==> config.mk <==
export PLATFORM = sky130hd
export DESIGN_NAME = bmt_master
export DESIGN_NICKNAME = d
export VERILOG_FILES = /design/src/rtl/bmt_pkg.sv /design/src/rtl/bmt_term_decode.sv /design/src/rtl/bmt_wrap_addr.sv /design/src/rtl/bmt_master.sv
export SDC_FILE = /design/constraint.sdc
export NUM_CORES = 1
export LEC_CHECK = 0
export ABC_AREA = 1
export BUFFER_PORTS_ARGS = -buffer_cell sky130_fd_sc_hd__buf_2
export CAP_MARGIN = 25
export CORE_MARGIN = 2
export CORE_UTILIZATION = 50
export DETAILED_ROUTE_END_ITERATION = 8
export PLACE_DENSITY = 0.79
export REMOVE_ABC_BUFFERS = 1
export SLEW_MARGIN = 20
export SYNTH_ARGS = -nofsm -noshare
export SYNTH_HDL_FRONTEND = slang
export SYNTH_SLANG_ARGS = --single-unit
==> constraint.sdc <==
create_clock -name clk -period 2.15 [get_ports clk]
set_clock_uncertainty 0.1 [all_clocks]
set_input_delay 0.1075 -clock clk [delete_from_list [all_inputs] [get_ports clk]]
set_output_delay 0.1075 -clock clk [all_outputs]
set_load 0.02 [all_outputs]
==> src/rtl/bmt_pkg.sv <==
package bmt_pkg;

  typedef enum logic [2:0] {
    S_IDLE,
    S_REQ,
    S_ADDR,
    S_DATA,
    S_TURN
  } bus_state_e;

  typedef enum logic [2:0] {
    TM_WAIT,
    TM_XFER,
    TM_DISC,
    TM_RETRY,
    TM_ABORT
  } term_e;

  typedef enum logic [1:0] {
    DS_OK   = 2'd0,
    DS_DISC = 2'd1,
    DS_ERR  = 2'd2,
    DS_DROP = 2'd3
  } done_e;

  localparam logic [3:0] CMD_READ = 4'h6;
  localparam logic [3:0] CMD_LINE = 4'hE;

endpackage

==> src/rtl/bmt_term_decode.sv <==
module bmt_term_decode
  import bmt_pkg::*;
(
  input  logic  trdy_n,
  input  logic  devsel_n,
  input  logic  stop_n,
  output term_e term
);

  // stop has precedence; trdy with stop is a disconnect carrying data
  always_comb begin
    if (!stop_n) begin
      if (!trdy_n)        term = TM_DISC;
      else if (!devsel_n) term = TM_RETRY;
      else                term = TM_ABORT;
    end else if (!trdy_n) begin
      term = TM_XFER;
    end else begin
      term = TM_WAIT;
    end
  end

endmodule

==> src/rtl/bmt_wrap_addr.sv <==
module bmt_wrap_addr #(
  parameter int AW         = 32,
  parameter int LINE_WORDS = 8
) (
  input  logic [AW-1:0]                 base,
  input  logic [$clog2(LINE_WORDS)-1:0] idx,
  output logic [AW-1:0]                 addr
);

  localparam int OFFW = $clog2(LINE_WORDS);

  logic [OFFW-1:0] off;

  // offset arithmetic truncates to OFFW bits, giving the wrap
  assign off  = base[OFFW+1:2] + idx;
  assign addr = {base[AW-1:OFFW+2], off, base[1:0]};

endmodule

==> src/rtl/bmt_master.sv <==
module bmt_master
  import bmt_pkg::*;
#(
  parameter int AW         = 32,
  parameter int DW         = 32,
  parameter int LINE_WORDS = 8,
  parameter int MA_LIMIT   = 5,
  parameter int RETRY_GAP  = 4,
  localparam int BW        = $clog2(LINE_WORDS + 1)
) (
  input  logic          clk,
  input  logic          rst_n,
  input  logic          req_valid,
  output logic          req_ready,
  input  logic [AW-1:0] req_addr,
  input  logic [BW-1:0] req_len,
  input  logic          req_refill,
  input  logic          refill_needed,
  output logic          rd_valid,
  output logic [AW-1:0] rd_addr,
  output logic [DW-1:0] rd_data,
  output logic          done_valid,
  output logic [1:0]    done_status,
  output logic [BW-1:0] done_beats,
  output logic          bus_err,
  output logic          req_n,
  input  logic          gnt_n,
  output logic          frame_n,
  output logic          irdy_n,
  output logic          ad_oe,
  output logic [AW-1:0] ad_o,
  input  logic [DW-1:0] ad_i,
  output logic [3:0]    cbe_n,
  input  logic          trdy_n,
  input  logic          devsel_n,
  input  logic          stop_n,
  input  logic          snp_frame_n,
  input  logic          snp_cbe0_n,
  output logic          snoop_done
);

  localparam int OFFW = $clog2(LINE_WORDS);
  localparam int GW   = $clog2(RETRY_GAP + 1);
  localparam int MW   = $clog2(MA_LIMIT + 1);

  bus_state_e    st;
  logic          cur_v, cur_retried, cur_refill;
  logic [AW-1:0] cur_addr;
  logic [BW-1:0] cur_len;
  logic          park_v, park_refill;
  logic [AW-1:0] park_addr;
  logic [BW-1:0] park_len;
  logic [GW-1:0] gap;
  logic [BW-1:0] beat;
  logic [MW-1:0] ma_cnt;
  logic          dev_seen;
  term_e         term;
  logic [AW-1:0] beat_addr;
  logic          last_beat, drop_now, ma_hit;

  bmt_term_decode u_dec (
    .trdy_n   (trdy_n),
    .devsel_n (devsel_n),
    .stop_n   (stop_n),
    .term     (term)
  );

  bmt_wrap_addr #(
    .AW         (AW),
    .LINE_WORDS (LINE_WORDS)
  ) u_wrap (
    .base (cur_addr),
    .idx  (beat[OFFW-1:0]),
    .addr (beat_addr)
  );

  assign last_beat = (beat == cur_len - BW'(1));
  assign drop_now  = cur_retried && cur_refill && !refill_needed;
  assign ma_hit    = devsel_n && !dev_seen && (ma_cnt == MW'(MA_LIMIT - 1));

  assign req_ready  = (st == S_IDLE) && !cur_v;
  assign req_n      = (st != S_REQ);
  assign frame_n    = !((st == S_ADDR) || ((st == S_DATA) && !last_beat));
  assign irdy_n     = (st != S_DATA);
  assign ad_oe      = (st == S_ADDR);
  assign ad_o       = ad_oe ? cur_addr : '0;
  assign cbe_n      = ad_oe ? (cur_refill ? CMD_LINE : CMD_READ) : 4'b0000;
  assign snoop_done = snp_frame_n | snp_cbe0_n;

  always_ff @(posedge clk or negedge rst_n) begin
    if (!rst_n) begin
      st          <= S_IDLE;
      cur_v       <= 1'b0;
      cur_retried <= 1'b0;
      cur_refill  <= 1'b0;
      cur_addr    <= '0;
      cur_len     <= '0;
      park_v      <= 1'b0;
      park_refill <= 1'b0;
      park_addr   <= '0;
      park_len    <= '0;
      gap         <= '0;
      beat        <= '0;
      ma_cnt      <= '0;
      dev_seen    <= 1'b0;
      rd_valid    <= 1'b0;
      rd_addr     <= '0;
      rd_data     <= '0;
      done_valid  <= 1'b0;
      done_status <= DS_OK;
      done_beats  <= '0;
      bus_err     <= 1'b0;
    end else begin
      rd_valid   <= 1'b0;
      done_valid <= 1'b0;
      bus_err    <= 1'b0;
      if (gap != '0) gap <= gap - GW'(1);
      case (st)
        S_IDLE: begin
          if (cur_v) begin
            if (!cur_retried || gap == '0) begin
              if (drop_now) begin
                cur_v       <= 1'b0;
                done_valid  <= 1'b1;
                done_status <= DS_DROP;
                done_beats  <= '0;
              end else begin
                st <= S_REQ;
              end
            end
          end else if (req_valid) begin
            // fresh demand goes ahead of a parked retry
            cur_v       <= 1'b1;
            cur_retried <= 1'b0;
            cur_addr    <= req_addr;
            cur_len     <= req_len;
            cur_refill  <= req_refill;
          end else if (park_v && gap == '0) begin
            cur_v       <= 1'b1;
            cur_retried <= 1'b1;
            cur_addr    <= park_addr;
            cur_len     <= park_len;
            cur_refill  <= park_refill;
            park_v      <= 1'b0;
          end
        end
        S_REQ: begin
          if (!gnt_n && snp_frame_n) st <= S_ADDR;
        end
        S_ADDR: begin
          st       <= S_DATA;
          beat     <= '0;
          ma_cnt   <= '0;
          dev_seen <= 1'b0;
        end
        S_DATA: begin
          if (!devsel_n)     dev_seen <= 1'b1;
          else if (!dev_seen) ma_cnt  <= ma_cnt + MW'(1);
          case (term)
            TM_ABORT: begin
              st          <= S_TURN;
              cur_v       <= 1'b0;
              done_valid  <= 1'b1;
              done_status <= DS_ERR;
              done_beats  <= beat;
              bus_err     <= 1'b1;
            end
            TM_RETRY: begin
              st  <= S_TURN;
              gap <= GW'(RETRY_GAP);
              if (!park_v) begin
                park_v      <= 1'b1;
                park_addr   <= cur_addr;
                park_len    <= cur_len;
                park_refill <= cur_refill;
                cur_v       <= 1'b0;
              end else begin
                cur_retried <= 1'b1;
              end
            end
            TM_XFER, TM_DISC: begin
              rd_valid <= 1'b1;
              rd_addr  <= beat_addr;
              rd_data  <= ad_i;
              beat     <= beat + BW'(1);
              if (last_beat || term == TM_DISC) begin
                st          <= S_TURN;
                cur_v       <= 1'b0;
                done_valid  <= 1'b1;
                done_status <= last_beat ? DS_OK : DS_DISC;
                done_beats  <= beat + BW'(1);
              end
            end
            default: begin
              if (ma_hit) begin
                st          <= S_TURN;
                cur_v       <= 1'b0;
                done_valid  <= 1'b1;
                done_status <= DS_ERR;
                done_beats  <= beat;
                bus_err     <= 1'b1;
              end
            end
          endcase
        end
        default: st <= S_IDLE;
      endcase
    end
  end

  // address phase only follows a sampled grant
  p_grant_first_r1: assert property (@(posedge clk) disable iff (!rst_n)
    (st == S_ADDR) |-> $past(!gnt_n && !req_n));

  // address phase drives frame but not initiator ready
  p_addr_phase_r2: assert property (@(posedge clk) disable iff (!rst_n)
    ad_oe |-> (!frame_n && irdy_n));

  // ready is released only with frame already high
  p_irdy_release_r3: assert property (@(posedge clk) disable iff (!rst_n)
    $rose(irdy_n) |-> frame_n);

  // every read beat stays in the requested line
  p_wrap_in_line_r4: assert property (@(posedge clk) disable iff (!rst_n)
    rd_valid |-> (rd_addr[AW-1:OFFW+2] == cur_addr[AW-1:OFFW+2]));

  // a retry moves no data
  p_retry_no_data_r6: assert property (@(posedge clk) disable iff (!rst_n)
    (st == S_DATA && term == TM_RETRY) |=> !rd_valid);

  // target abort raises the bus error
  p_abort_err_r9: assert property (@(posedge clk) disable iff (!rst_n)
    (st == S_DATA && term == TM_ABORT) |=> (bus_err && done_valid));

  // a sampled stop ends the cycle cleanly
  p_stop_release_r12: assert property (@(posedge clk) disable iff (!rst_n)
    (st == S_DATA && !stop_n) |=> (frame_n && irdy_n));

endmodule

==> impl_metrics.csv, run 1 <==
group,metric,value,unit
setup_path,critical_path_class,"register to output port",
placement,gp_congestion,0.843,
status,outcome,"complete, no violations",
global_route,grt_pass1_wl,30400,µm
layout,final_layout_size_suffix_gt1_frac,0.255,
setup_path,timing.critical_path.required,1.94,ns
setup_path,crit_fanout,13,
cts,ctsHtreeMaxLevel,4,
job,drv.max_cap_violation_count,0,
die,dieHeight,125,µm
setup_path,slowest_stage,"sky130_fd_sc_hd__dfrtp_2",
pwr,power_leakage,5.20,nW
route,drt_wl_total,18700,µm
synthesis,post_synth_instance_area,7300,µm²
synthesis,synth_seq_cells,164,
setup_path,cells_along_the_critical_path,"nor2_2 -> inv_1 -> nor2_4 -> clkinv_1 -> buf_4 -> nor2_1 -> buf_4",
sta,timing.setup.tns,0,ns
cts,cts_tree,"done",
cts,ctsRootBufferMaster,"sky130_fd_sc_hd__clkbuf_16",
die,io_pins,194,
synthesis,postSynthAreaPerCell,8.61,µm²
placement,dp.final_hpwl,11500,µm
sta,layout_min_cycle_time,2.07,ns
layout,finish.cell_count_without_fillers,1302,
global_route,global_route.overflow_total,0,
sta,rsz0062_at_grt,"true",
route,antenna_left,0,
setup_path,worstSetupStartpointType,"register",
cts,number_of_clock_buffers_inserted_by_tritoncts,17,
placement,preCtsSetupSlack,0.263,ns
global_route,track_usage,0.240,
sta,fmax,484,MHz
synthesis,synth_cells,848,
route,drt-wirelength-per-cell,14.4,µm
sta,finalHoldViolations,0,
die,placeableCoreArea,14400,µm²
setup_path,critical_path.most_common_cell,"sky130_fd_sc_hd__buf_4",
layout,nNetsFinal,1192,
sta,worst_slew_pin_slew,0.727,ns
worst_hold_path,hold_path_class,"primary input to register",
die,floorplan.initialDensity,0.506,
cts,clock_latency,0.43,ns
sta,setup_viol,0,
global_route,grt_antenna_before_repair,0,
layout,most_common_library_cell_in_the_layout_ignoring_fill_and_taps,"sky130_fd_sc_hd__nand2_1",
cts,clk_pin_slew_worst_paths,0.06,ns
layout,layout.cells.most_common_list,"293 x sky130_fd_sc_hd__nand2_1, 185 x sky130_fd_sc_hd__buf_2, 163 x sky130_fd_sc_hd__dfrtp_1, 85 x sky130_fd_sc_hd__nor2_1, 73 x sky130_fd_sc_hd__dlygate4sd3_1",
cts,numClockSinks,164,
pwr,p_per_area,1470,nW/µm²
synthesis,synthesis.yosys.warnings,0,
route,dr_pass1_iterations,7,
die,die_area,15600,µm²
placement,buffer_ports.inserted,192,
sta,timing_max_transition_violations_final,0,
placement,placed_cells_incl_taps,1194,
layout,layout-area-overhead-vs-synth,35.3,%
die,die_w,125,µm
layout,antenna_cells,0,
setup_path,cp_top_family,"buffers and inverters",
synthesis,synth.lib_cells_used.distinct,33,
setup_path,worstPathArrival,1.86,ns
setup_path,crit_path_max_incr_delay,0.44,ns
sta,worst_slew_margin_rel,0.515,
die,row_count,44,
route,drc,0,
sta,worst_slack,0.0842,ns
setup_path,critPathCaptureType,"output port",
route,dr_vias,6577,
setup_path,crit_buf_inv,4,
route,post_detailed_route_via_to_cell_ratio,5.05,
synthesis,seq_area_frac_synth,0.562,
sta,timing.final.crit_share,0.961,
layout,utilization,0.685,
global_route,largest_net_degree_at_the_start_of_global_routing,75,
pwr,ir_worst_vdd,0.753,mV
route,detailedRoute.firstIterationViolations,496,
cts,clock_tree.buffer_depth,2,
global_route,first_global_vias,6347,
-- synthesized netlist by cell type (all sizes together) --
cell type / count / area (µm²)
fa: 1 / 20.0
nor2: 93 / 384
nor3: 8 / 45.0
ha: 7 / 87.6
a31oi: 40 / 375
clkbuf: 17 / 63.8
clkinv: 1 / 3.75
xor2: 2 / 17.5
xnor2: 3 / 26.3
conb: 1 / 3.75
inv: 72 / 270
nand3: 16 / 80.1
a21boi: 1 / 11.3
nand4: 3 / 18.8
a211oi: 1 / 7.51
a21o: 1 / 7.51
or2: 1 / 6.26
dfrtp: 164 / 4100
o22ai: 2 / 12.5
nand2: 298 / 1130
a21oi: 4 / 20.0
o21ai: 85 / 425
buf: 27 / 178
-- layout make-up --
class	instances	area [µm²]
well taps	184	230
repair buffers	282	1900
flip-flops and latches	164	4110
multi-input cells	567	2720
fillers	1108	4550
inverters	73	274
clock inverters	11	175
clock buffers	21	470
-- final timing paths --
check / start / end / slack, ns / cells past startpoint
min in group asynchronous: rst_n / rd_addr[15] / 0.10 / 2
max in group asynchronous: rst_n / rd_data[22] / 1.22 / 3
worst min register to register: rd_data[12] / rd_data[12] / 0.37 / 2
worst max-delay path: st[2] / ad_o[27] / 0.08 / 7
worst max register to register: cur_len[0] / done_status[1] / 0.20 / 11
worst min-delay path: stop_n / gap[2] / 0.04 / 4
-- worst register-to-register path, stage by stage (launching register included) --
cell and delay (ns):
sky130_fd_sc_hd__dfrtp_1 0.40, sky130_fd_sc_hd__inv_2 0.11, sky130_fd_sc_hd__ha_4 0.22, sky130_fd_sc_hd__xnor2_1 0.12, sky130_fd_sc_hd__nor2_1 0.14, sky130_fd_sc_hd__nand3_2 0.12
sky130_fd_sc_hd__buf_4 0.16, sky130_fd_sc_hd__nand3_1 0.07, sky130_fd_sc_hd__nand2_2 0.11, sky130_fd_sc_hd__nand2_2 0.15, sky130_fd_sc_hd__nand2_1 0.07, sky130_fd_sc_hd__nand2_1 0.09
-- through the flow --
stage	power, mW	hold WS, ns	instance area, µm²
finish	14.5	0.0376	9880
global placement	10.7	-0.00220	8420
detailed placement	10.9	-0.00764	8420
floorplan	9.03	-0.288	7060
CTS	14.4	0.0276	9820
global route	15.5	0.0695	9880
-- power by group --
part	switching [mW]	internal [mW]	leakage (nW)
clock	1.25	2.04	0.309
combinational	3.79	2.14	2.85
sequential	0.825	4.49	2.04
-- logic make-up (layout without fill, tap and decap cells) --
family          Yosys count  after routing  synth area share
compound gates          134            134             0.118
fa+ha+maj                 8              8            0.0147
buf+inv                 117            387            0.0706
other cells               1              1          0.000514
flops                   164            164             0.562
xor+xnor                  5              5           0.00600
simple gates            419            419             0.228
-- state kept, by name, summed over array words and instances (netlist names), 3 cells and up --
name / count
beat: 4
cur_addr: 32
cur_len: 4
done_beats: 4
gap: 3
ma_cnt: 3
park_addr: 32
park_len: 4
rd_addr: 32
rd_data: 32
st: 3
-- per-layer routing --
layer | track usage | up-vias | wire length, µm
li1 | - | 3192 | -
met1 | 0.313 | 3126 | 8050
met2 | 0.391 | 208 | 9110
met3 | 0.0503 | 51 | 909
met4 | 0.103 | 0 | 623
met5 | 0 | - | 0
-- repair_timing --
action,4_1_cts,5_1_grt
setup buffers,1,2
pin swaps,2,4
cloned,0,0
hold buffers,73,0
endpoints found under the hold margin,237,0
setup endpoints to repair,34,30
gates resized for setup,5,14
Power figures use the tool's default switching activity.
==> run 2: changes to the inputs <==
--- a/config.mk
+++ b/config.mk
@@ -5,7 +5,6 @@
 export SDC_FILE = /design/constraint.sdc
 export NUM_CORES = 1
 export LEC_CHECK = 0
-export ABC_AREA = 1
 export BUFFER_PORTS_ARGS = -buffer_cell sky130_fd_sc_hd__buf_2
 export CAP_MARGIN = 25
 export CORE_MARGIN = 2
==> impl_metrics.csv, run 2 <==
group,metric,value,unit
layout,layout-area-overhead-vs-synth,38.2,%
setup_path,critical_path_class,"register to output port",
die,die_area,15400,µm²
layout,layout.cells.most_common_list,"190 x sky130_fd_sc_hd__buf_2, 163 x sky130_fd_sc_hd__dfrtp_1, 99 x sky130_fd_sc_hd__mux2_2, 75 x sky130_fd_sc_hd__dlygate4sd3_1, 50 x sky130_fd_sc_hd__nand2_1",
cts,clk_pin_slew_worst_paths,0.06,ns
sta,setup_viol,5,
global_route,grt_pass1_wl,30400,µm
sta,fmax,448,MHz
pwr,p_per_area,1320,nW/µm²
setup_path,worstPathArrival,2.02,ns
setup_path,worstSetupStartpointType,"register",
sta,timing.final.crit_share,1.04,
synthesis,synthDominantCellAreaShare,0.567,
route,drt-wirelength-per-cell,17.7,µm
global_route,first_global_vias,6134,
job,drv.max_cap_violation_count,0,
placement,buffer_ports.inserted,192,
layout,finish.cell_count_without_fillers,1057,
route,drt_wl_total,18700,µm
synthesis,netlist.top_cell.by_area,"sky130_fd_sc_hd__dfrtp_1",
die,die_w,124,µm
synthesis,ys_top_cells_by_area,"sky130_fd_sc_hd__dfrtp_1 57%, sky130_fd_sc_hd__mux2_2 16%, sky130_fd_sc_hd__mux2i_1 5.5%",
synthesis,post_synth_instance_area,7230,µm²
cts,ctsRootBufferMaster,"sky130_fd_sc_hd__clkbuf_16",
layout,post-route-cell-area,9990,µm²
route,detailedRoute.firstIterationViolations,430,
synthesis,yosysMostFrequentCell,"sky130_fd_sc_hd__dfrtp_1",
die,placeableCoreArea,14000,µm²
setup_path,cp_top_family,"simple AND/OR/NAND/NOR gates",
pwr,power_leakage,5.21,nW
setup_path,slowest_stage,"sky130_fd_sc_hd__dfrtp_1",
synthesis,synth-async-reset-ratio,1.00,
setup_path,crit_path_max_incr_delay,0.36,ns
pwr,ir_worst_vdd,0.873,mV
setup_path,timing.critical_path.required,1.94,ns
cts,numClockSinks,164,
route,dr_vias,5796,
layout,most_common_library_cell_in_the_layout_ignoring_fill_and_taps,"sky130_fd_sc_hd__buf_2",
placement,dp.final_hpwl,11600,µm
setup_path,crit_fanout,3,
synthesis,synth_cells,597,
setup_path,crit_buf_inv,3,
synthesis,synth_enable_flop_cells,0,
setup_path,critPathCaptureType,"output port",
route,drc,0,
placement,placed_cell_area,8480,µm²
route,post_detailed_route_via_to_cell_ratio,5.48,
synthesis,synth.lib_cells_used.distinct,45,
synthesis,netlist_top_cells_count,"164 x sky130_fd_sc_hd__dfrtp_1, 103 x sky130_fd_sc_hd__mux2_2, 52 x sky130_fd_sc_hd__nand2_1",
sta,rsz0062_at_grt,"true",
placement,placed_cells_incl_taps,949,
cts,ctsHtreeMaxLevel,4,
layout,utilization,0.714,
route,antenna_left,0,
global_route,track_usage,0.245,
global_route,global_route.overflow_total,0,
die,row_count,43,
die,floorplan.initialDensity,0.517,
layout,nNetsFinal,952,
cts,clock_tree.buffer_depth,2,
sta,worst_slew_pin_slew,0.540,ns
cts,number_of_clock_buffers_inserted_by_tritoncts,17,
placement,gp_congestion,0.817,
synthesis,synthesis.yosys.warnings,0,
die,dieHeight,124,µm
sta,layout_min_cycle_time,2.23,ns
status,failed_checks,"negative setup slack",
synthesis,synth_seq_cells,164,
setup_path,cells_along_the_critical_path,"inv_1 -> ha_2 -> xnor2_2 -> xnor2_1 -> nor4_1 -> buf_4 -> nand2_2 -> nand2_2 -> buf_6",
global_route,largest_net_degree_at_the_start_of_global_routing,75,
sta,worst_slack,-0.0814,ns
placement,preCtsSetupSlack,0.00917,ns
sta,worst_slew_margin_rel,0.637,
cts,clock_latency,0.42,ns
worst_hold_path,hold_path_class,"primary input to asynchronous set/reset pin",
synthesis,postSynthAreaPerCell,12.1,µm²
status,outcome,"finished, violations left",
layout,final_layout_size_suffix_gt1_frac,0.410,
sta,timing_max_transition_violations_final,0,
die,io_pins,194,
setup_path,critical_path.most_common_cell,"sky130_fd_sc_hd__nand2_2",
synthesis,synth_flop_cell,"sky130_fd_sc_hd__dfrtp_1",
sta,finalHoldViolations,0,
synthesis,seq_area_frac_synth,0.567,
route,dr_pass1_iterations,9,
cts,cts_tree,"done",
global_route,grt_antenna_before_repair,1,
[run 2: cell count changes in the layout (fill, tap and decap cells not counted), moves of 20 or more]
cell                      before  now
sky130_fd_sc_hd__nor2_1       85   22
sky130_fd_sc_hd__mux2_2        0   99
sky130_fd_sc_hd__a31oi_2      20    0
sky130_fd_sc_hd__mux2i_1       0   40
sky130_fd_sc_hd__inv_1        67   17
sky130_fd_sc_hd__and3_1        0   32
sky130_fd_sc_hd__o21ai_1      31    0
sky130_fd_sc_hd__nand2_1     293   50
[run 2: worst paths after layout]
kind	to	slack, ns	from	cells past startpoint
setup / recovery	frame_n	-0.08	cur_len[0]	9
hold / removal	rd_data[9]	0.14	rst_n	2
setup reg to reg	done_beats[3]	-0.02	cur_len[0]	7
hold reg to reg	rd_addr[3]	0.39	rd_addr[3]	2
max in group asynchronous	rd_data[1]	1.12	rst_n	3
min in group clk	cur_v	0.14	refill_needed	6
[run 2: what timing repair did]
item | CTS | global route
hold buffers | 75 | 0
gates resized for setup | 5 | 10
endpoints found under the hold margin | 175 | 0
endpoints found under the setup margin | 2 | 26
buffers inserted | 2 | 0
pin swaps | 4 | 5
[run 2: cell families after synthesis]
family,Yosys count,share of synthesized area
flops,164,0.567
mux,143,0.216
simple gates,138,0.0937
compound gates,77,0.0628
buf+inv,55,0.0318
xor+xnor,11,0.0133
fa+ha+maj,8,0.0149
other cells,1,0.000518
[run 2: area by class of cell]
class                      instances  area (µm²)
fill                             949        3990
sequential                       164        4110
tap                              180         225
antenna                            1        2.50
timing repair buffer             287        1960
clock inverter                    11         245
clock buffer                      19         443
inverter                          17        63.8
multi-input combinational        378        2950
[run 2: worst reg2reg max path: stages (launching register included)]
cell and delay [ns]:
sky130_fd_sc_hd__dfrtp_1 0.36, sky130_fd_sc_hd__inv_1 0.05, sky130_fd_sc_hd__ha_2 0.19, sky130_fd_sc_hd__xnor2_2 0.14, sky130_fd_sc_hd__xnor2_1 0.15, sky130_fd_sc_hd__o41a_1 0.47, sky130_fd_sc_hd__o21bai_4 0.26, sky130_fd_sc_hd__mux2_4 0.34
[run 2: stage by stage]
step,hold slack (ns),setup TNS [ns],power [mW]
3_5_place_dp,-0.00651,0,9.34
5_1_grt,0.172,-0.527,13.8
4_1_cts,0.120,-0.0376,13.1
2_1_floorplan,-0.288,-132.80,7.61
6_report,0.135,-0.112,13.1
3_3_place_gp,-0.0144,0,9.05
[run 2: per-layer routing]
layer / global-route usage / routed length [µm] / vias to the layer above
li1: - / - / 2625
met1: 0.284 / 7260 / 2899
met2: 0.437 / 10100 / 229
met3: 0.0447 / 905 / 43
met4: 0.114 / 529 / 0
met5: 0 / 0 / -
[run 2: where the power goes]
group,total (mW),switching (mW),internal [mW]
combinational,4.70,2.67,2.04
sequential,4.91,0.761,4.15
clock,3.54,1.21,2.33
total,13.1,4.64,8.51
